$ cat src/rtl/sfe_pkg.sv
`timescale 1ns/1ps
package sfe_pkg;

    localparam int ADDR_W = 16;
    localparam int STAT_W = 6;

    // Bit 0 is memory-read, bit 5 is hold-acknowledge (packed MSB first).
    typedef struct packed {
        logic hold_ack;
        logic halt_ack;
        logic out_cyc;
        logic in_cyc;
        logic wr_out;
        logic mem_rd;
    } bus_stat_t;

    typedef enum logic [1:0] {
        SEL_NONE = 2'd0,
        SEL_MEM  = 2'd1,
        SEL_IO   = 2'd2
    } sel_kind_e;

    function automatic logic in_window(
        input logic [ADDR_W-1:0] a,
        input logic [ADDR_W-1:0] base,
        input logic [ADDR_W:0]   size
    );
        logic [ADDR_W:0] ext_a;
        logic [ADDR_W:0] ext_b;
        ext_a = {1'b0, a};
        ext_b = {1'b0, base};
        return (ext_a >= ext_b) && ((ext_a - ext_b) < size);
    endfunction

    function automatic logic is_mem_cycle(input bus_stat_t s);
        return s.mem_rd | (~s.wr_out & ~s.in_cyc & ~s.out_cyc);
    endfunction

    function automatic logic is_io_cycle(input bus_stat_t s);
        return s.in_cyc | s.out_cyc;
    endfunction

    function automatic logic is_ack_cycle(input bus_stat_t s);
        return s.halt_ack | s.hold_ack;
    endfunction

endpackage

$ cat src/rtl/sfe_sync.sv
`timescale 1ns/1ps
module sfe_sync #(
    parameter int           W       = 1,
    parameter logic [W-1:0] RST_VAL = '0
) (
    input  logic         clk,
    input  logic         rst,
    input  logic [W-1:0] d,
    output logic [W-1:0] q
);

    logic [W-1:0] meta_q;
    logic [W-1:0] stab_q;

    always_ff @(posedge clk) begin
        if (rst) begin
            meta_q <= RST_VAL;
            stab_q <= RST_VAL;
        end else begin
            meta_q <= d;
            stab_q <= meta_q;
        end
    end

    assign q = stab_q;

endmodule

$ cat src/rtl/sfe_capture.sv
`timescale 1ns/1ps
module sfe_capture
    import sfe_pkg::*;
#(
    parameter int AW = ADDR_W
) (
    input  logic          clk,
    input  logic          rst,
    input  logic          s_sync,
    input  logic          s_phase,
    input  logic [AW-1:0] s_addr,
    input  bus_stat_t     s_stat,
    output logic          st_strobe,
    output logic          sync_rise,
    output logic [AW-1:0] lat_addr,
    output bus_stat_t     lat_stat,
    output logic          lat_valid
);

    logic sync_prev_q;

    // Status strobe: sync high while the phase clock is low.
    assign st_strobe = s_sync & ~s_phase;
    assign sync_rise = s_sync & ~sync_prev_q;

    always_ff @(posedge clk) begin
        if (rst) begin
            sync_prev_q <= 1'b0;
            lat_addr    <= '0;
            lat_stat    <= '0;
            lat_valid   <= 1'b0;
        end else begin
            sync_prev_q <= s_sync;
            if (st_strobe) begin
                lat_addr  <= s_addr;
                lat_stat  <= s_stat;
                lat_valid <= 1'b1;
            end else if (sync_rise) begin
                lat_valid <= 1'b0;
            end
        end
    end

endmodule

$ cat src/rtl/sfe_decode.sv
`timescale 1ns/1ps
module sfe_decode
    import sfe_pkg::*;
#(
    parameter int            AW       = ADDR_W,
    parameter logic [AW-1:0] MEM_BASE = 16'h8000,
    parameter logic [AW:0]   MEM_SIZE = 17'h01000,
    parameter logic [7:0]    IO_PORT  = 8'h42
) (
    input  logic          clk,
    input  logic          rst,
    input  logic [AW-1:0] lat_addr,
    input  bus_stat_t     lat_stat,
    input  logic          lat_valid,
    input  logic          sync_rise,
    output logic          chip_sel
);

    sel_kind_e kind_d;
    sel_kind_e kind_q;

    always_comb begin
        kind_d = SEL_NONE;
        if (lat_valid) begin
            if (is_mem_cycle(lat_stat) && in_window(lat_addr, MEM_BASE, MEM_SIZE))
                kind_d = SEL_MEM;
            else if (is_io_cycle(lat_stat) && (lat_addr[7:0] == IO_PORT))
                kind_d = SEL_IO;
        end
    end

    always_ff @(posedge clk) begin
        if (rst || sync_rise)
            kind_q <= SEL_NONE;
        else
            kind_q <= kind_d;
    end

    assign chip_sel = (kind_q != SEL_NONE);

endmodule

$ cat src/rtl/sfe_gate.sv
`timescale 1ns/1ps
module sfe_gate
    import sfe_pkg::*;
(
    input  logic      clk,
    input  logic      rst,
    input  logic      chip_sel,
    input  logic      sync_rise,
    input  logic      s_rd,
    input  logic      s_wr_n,
    input  bus_stat_t lat_stat,
    output logic      rd_en,
    output logic      wr_en
);

    logic allow;
    assign allow = chip_sel & ~sync_rise & ~is_ack_cycle(lat_stat);

    always_ff @(posedge clk) begin
        if (rst) begin
            rd_en <= 1'b0;
            wr_en <= 1'b0;
        end else begin
            rd_en <= allow & s_rd & lat_stat.wr_out;
            wr_en <= allow & ~s_wr_n & ~lat_stat.wr_out;
        end
    end

endmodule

$ cat src/rtl/bus_slave_front.sv
`timescale 1ns/1ps
module bus_slave_front
    import sfe_pkg::*;
#(
    parameter logic [ADDR_W-1:0] MEM_BASE = 16'h8000,
    parameter logic [ADDR_W:0]   MEM_SIZE = 17'h01000,
    parameter logic [7:0]        IO_PORT  = 8'h42
) (
    input  logic              clk,
    input  logic              rst,
    input  logic              bus_sync,
    input  logic              bus_phase,
    input  logic              bus_rd,
    input  logic              bus_wr_n,
    input  logic [STAT_W-1:0] bus_stat,
    input  logic [ADDR_W-1:0] bus_addr,
    output logic [ADDR_W-1:0] lat_addr,
    output logic              chip_sel,
    output logic              rd_en,
    output logic              wr_en
);

    localparam int SYNC_W = 4 + STAT_W + ADDR_W;
    // wr_n idles high, the phase clock idles high; everything else idles low.
    localparam logic [SYNC_W-1:0] SYNC_RST = {1'b0, 1'b1, 1'b0, 1'b1, {STAT_W{1'b0}}, {ADDR_W{1'b0}}};

    logic [SYNC_W-1:0] raw_bus;
    logic [SYNC_W-1:0] syn_bus;

    logic              s_sync;
    logic              s_phase;
    logic              s_rd;
    logic              s_wr_n;
    bus_stat_t         s_stat;
    logic [ADDR_W-1:0] s_addr;

    logic              st_strobe;
    logic              sync_rise;
    bus_stat_t         lat_stat;
    logic              lat_valid;

    assign raw_bus = {bus_sync, bus_phase, bus_rd, bus_wr_n, bus_stat, bus_addr};

    sfe_sync #(.W(SYNC_W), .RST_VAL(SYNC_RST)) u_sync (
        .clk (clk),
        .rst (rst),
        .d   (raw_bus),
        .q   (syn_bus)
    );

    assign {s_sync, s_phase, s_rd, s_wr_n, s_stat, s_addr} = syn_bus;

    sfe_capture #(.AW(ADDR_W)) u_cap (
        .clk       (clk),
        .rst       (rst),
        .s_sync    (s_sync),
        .s_phase   (s_phase),
        .s_addr    (s_addr),
        .s_stat    (s_stat),
        .st_strobe (st_strobe),
        .sync_rise (sync_rise),
        .lat_addr  (lat_addr),
        .lat_stat  (lat_stat),
        .lat_valid (lat_valid)
    );

    sfe_decode #(
        .AW       (ADDR_W),
        .MEM_BASE (MEM_BASE),
        .MEM_SIZE (MEM_SIZE),
        .IO_PORT  (IO_PORT)
    ) u_dec (
        .clk       (clk),
        .rst       (rst),
        .lat_addr  (lat_addr),
        .lat_stat  (lat_stat),
        .lat_valid (lat_valid),
        .sync_rise (sync_rise),
        .chip_sel  (chip_sel)
    );

    sfe_gate u_gate (
        .clk       (clk),
        .rst       (rst),
        .chip_sel  (chip_sel),
        .sync_rise (sync_rise),
        .s_rd      (s_rd),
        .s_wr_n    (s_wr_n),
        .lat_stat  (lat_stat),
        .rd_en     (rd_en),
        .wr_en     (wr_en)
    );

endmodule

$ cat config.mk
export PLATFORM = sky130hd
export DESIGN_NAME = bus_slave_front
export DESIGN_NICKNAME = d
export VERILOG_FILES = /design/src/rtl/sfe_pkg.sv /design/src/rtl/sfe_sync.sv /design/src/rtl/sfe_capture.sv /design/src/rtl/sfe_decode.sv /design/src/rtl/sfe_gate.sv /design/src/rtl/bus_slave_front.sv
export SDC_FILE = /design/constraint.sdc
export NUM_CORES = 1
export LEC_CHECK = 0
export BUFFER_PORTS_ARGS = -buffer_cell sky130_fd_sc_hd__buf_2
export CAP_MARGIN = 20
export CORE_MARGIN = 3
export CORE_UTILIZATION = 30
export DETAILED_ROUTE_END_ITERATION = 16
export PLACE_DENSITY = 0.58
export SYNTH_ARGS = -nofsm -noshare
export SYNTH_HDL_FRONTEND = slang
export SYNTH_SLANG_ARGS = --single-unit
$ cat constraint.sdc
create_clock -name clk -period 2.9 [get_ports clk]
set_input_delay 0.145 -clock clk [delete_from_list [all_inputs] [get_ports clk]]
set_output_delay 0.145 -clock clk [all_outputs]
set_load 0.005 [all_outputs]
==> metrics.yaml <==
clock_tree:
  cts_max_level: 3
  ctsResizeCount: 0
  cts_tree: "done"
  cts_buffer_depth: 2
  numCtsBuffers: 9
  cts-root-buf: "clkbuf_8"
  clkLatencyLatePin_ns: 0.34
  clk_pin_slew_ns: 0.08
  clock-sinks: 80
global_routing:
  grt_pass1_wl_um: 6644
  overflow: 0
  grtUsageMet2: 0.1504
  grtUsageMet1: 0.1127
  grt_pass1_vias: 1470
  grt_max_degree: 45
  grt_use_total: 0.09911
  antenna_found_initial: 0
  grt_busiest_layer: "met2"
  grtUsageMet3: 0.05841
worst_hold_path:
  hold_class: "in2reg"
cells_and_area:
  final_cells: 400
  ff_latch_area_sq_um: 1602
  multi_input_comb_area_sq_um: 744.5
  diodes: 0
  drive_gt1_frac: 0.2326
  n_fill_cell: 740
  nets: 324
  area_growth_pct: 30.66
sta:
  post-route-period-util: 0.4651
  tns_ns: 0
  final.min_clock_period_ns: 1.349
  relSlewSlack: 0.4373
  finClkSkew_ns: 0.009258
  tightest_slew_ns: 0.8440
  rsz0062_at_grt: "false"
  finalSetupViolCount: 0
  report.final.slew_viol_count: 0
  hold_viol_final: 0
  hold_ws_ns: 0.01847
  fmax_mhz: 741.5
yosys:
  synth.cell_area_sq_um: 2400
  synth.ff_latch_count: 80
  yosys_warnings: 0
  synth_nets: 258
  yosysTopAreaCell: "dfxtp_1"
  ys_top_cells_by_area: "dfxtp_1, nor2b_1, nand2_1"
  synthDistinctLibCells: 17
  synthCells: 230
  synth_top_area_share: 0.6674
  avgSynthCellArea_sq_um: 10.43
  yosysSeqAreaShare: 0.6674
power_and_ir_drop:
  power_density_nw_per_um2: 676.2
  finalPower_uw: 2120
  ir_worst_vdd_v: 0.0002674
  p_leak_uw: 0.001268
floorplanning:
  pin_count: 47
  core-area_sq_um: 7486
  die_area_sq_um: 9109
  die_h_um: 95.44
  initial_utilization: 0.3206
  rows: 31
  die_x_um: 95.44
drt:
  route.detailed.drc: 0
  drt-initial-drc-count: 55
  wirelength_um: 3952
  first_pass_iters: 3
  via_count: 1599
  post_drt_via_cell_ratio: 3.998
  final_antenna_net_count: 0
  wire_per_inst_um: 9.880
setup_path:
  cp-start-kind: "flop"
  cp.arrival_ns: 1.62
  crit_type: "reg2reg"
  end_kind: "flop"
  crit_path_max_fanout: 23
  crit_required_ns: 3.17
place:
  dp_cells: 364
  globalplace.congestion: 0.7643
  io_buffers: 46
  place_hpwl_um: 2503
run:
  max_cap_violations: 0
run_status:
  run_status: "complete, no violations"
kinds of logic (layout without fill, tap and decap cells):
| group | after synthesis | after routing | synth area share |
|---|---|---|---|
| buf+inv | 12 | 83 | 0.02242 |
| compound gates | 25 | 25 | 0.05214 |
| simple gates | 113 | 113 | 0.2581 |
| flops | 80 | 80 | 0.6674 |
worst max-delay path, stage by stage, from the launching register on:
cell	delay [ns]
dfxtp_1	0.32
nand2b_1	0.66
nand2_1	0.12
a21oi_1	0.17
state kept, by name, summed over array words and instances (netlist names):
signal             cells
u_cap.lat_addr        16
u_cap.lat_stat         6
u_cap.lat_valid        1
u_cap.sync_prev_q      1
u_dec.kind_q           2
u_gate.rd_en           1
u_gate.wr_en           1
u_sync.meta_q         26
u_sync.q              26
cells in the final DEF, fill, tap and decap left out, drive strengths merged, types with 2 or more instances in the layout:
cell type	netlist	layout
a21oi	22	22
buf	7	47
bufinv	0	2
clkbuf	5	10
clkinv	0	2
dfxtp	80	80
dlygate4sd3	0	20
nand2	45	45
nand2b	2	2
nor2	3	3
nor2b	49	49
nor3	2	2
nor4b	3	3
o21ai	3	3
or2	5	5
per-stage QoR:
step	setup slack, ns	util	cell area (sq um)
after floorplan	1.772	-	2400
after global placement	1.480	0.3617	2708
final	1.551	0.4189	3136
after CTS	1.497	0.4189	3136
after global routing	1.326	0.4189	3136
after detailed placement	1.470	0.3617	2708
routing by layer:
layer	up-vias	part of all wire
li1	858	-
met3	9	0.068
met5	-	0
met4	0	0.019
met2	34	0.45
met1	698	0.46
power by group:
part / switching (uW) / internal [uW] / total (uW)
combinational: 30.6 / 50.3 / 80.9
clock: 389 / 511 / 900
sequential: 7.22 / 1130 / 1140
final timing paths:
check | slack [ns] | cells after the start | startpoint | end
max | 1.55 | 3 | u_sync.q[24] | u_cap.lat_stat[4]
min | 0.02 | 2 | bus_stat[0] | u_sync.meta_q[16]
max reg2reg | 1.55 | 3 | u_sync.q[24] | u_cap.lat_stat[4]
min reg2reg | 0.40 | 1 | u_sync.q[22] | u_gate.wr_en
Yosys cell counts:
| library cell | count |
|---|---|
| buf_2 | 7 |
| nor3_1 | 2 |
| or2_2 | 5 |
| nand4b_1 | 1 |
| nor4b_4 | 1 |
| nor2b_1 | 49 |
| or4b_4 | 1 |
| and2b_1 | 1 |
| clkbuf_1 | 5 |
| nand2b_1 | 2 |
| nand2_1 | 45 |
| nand3b_1 | 1 |
| nor2_1 | 3 |
| a21oi_1 | 22 |
| o21ai_0 | 3 |
| dfxtp_1 | 80 |
| nor4b_1 | 2 |
final cells by class:
| cell class | count | share of cell area |
|---|---|---|
| clock inverters | 6 | 0.02873 |
| clock buffers | 10 | 0.04389 |
| flip-flops and latches | 80 | 0.5108 |
| well taps | 99 | 0.03951 |
| repair buffers | 67 | 0.1397 |
| multi-input cells | 138 | 0.2374 |
timing repair:
item | 4_1_cts | 5_1_grt
hold endpoints to repair | 20 | 0
hold buffers | 20 | 0
setup buffers | 0 | 0
Note: power is estimated with default switching activity, not from simulation.
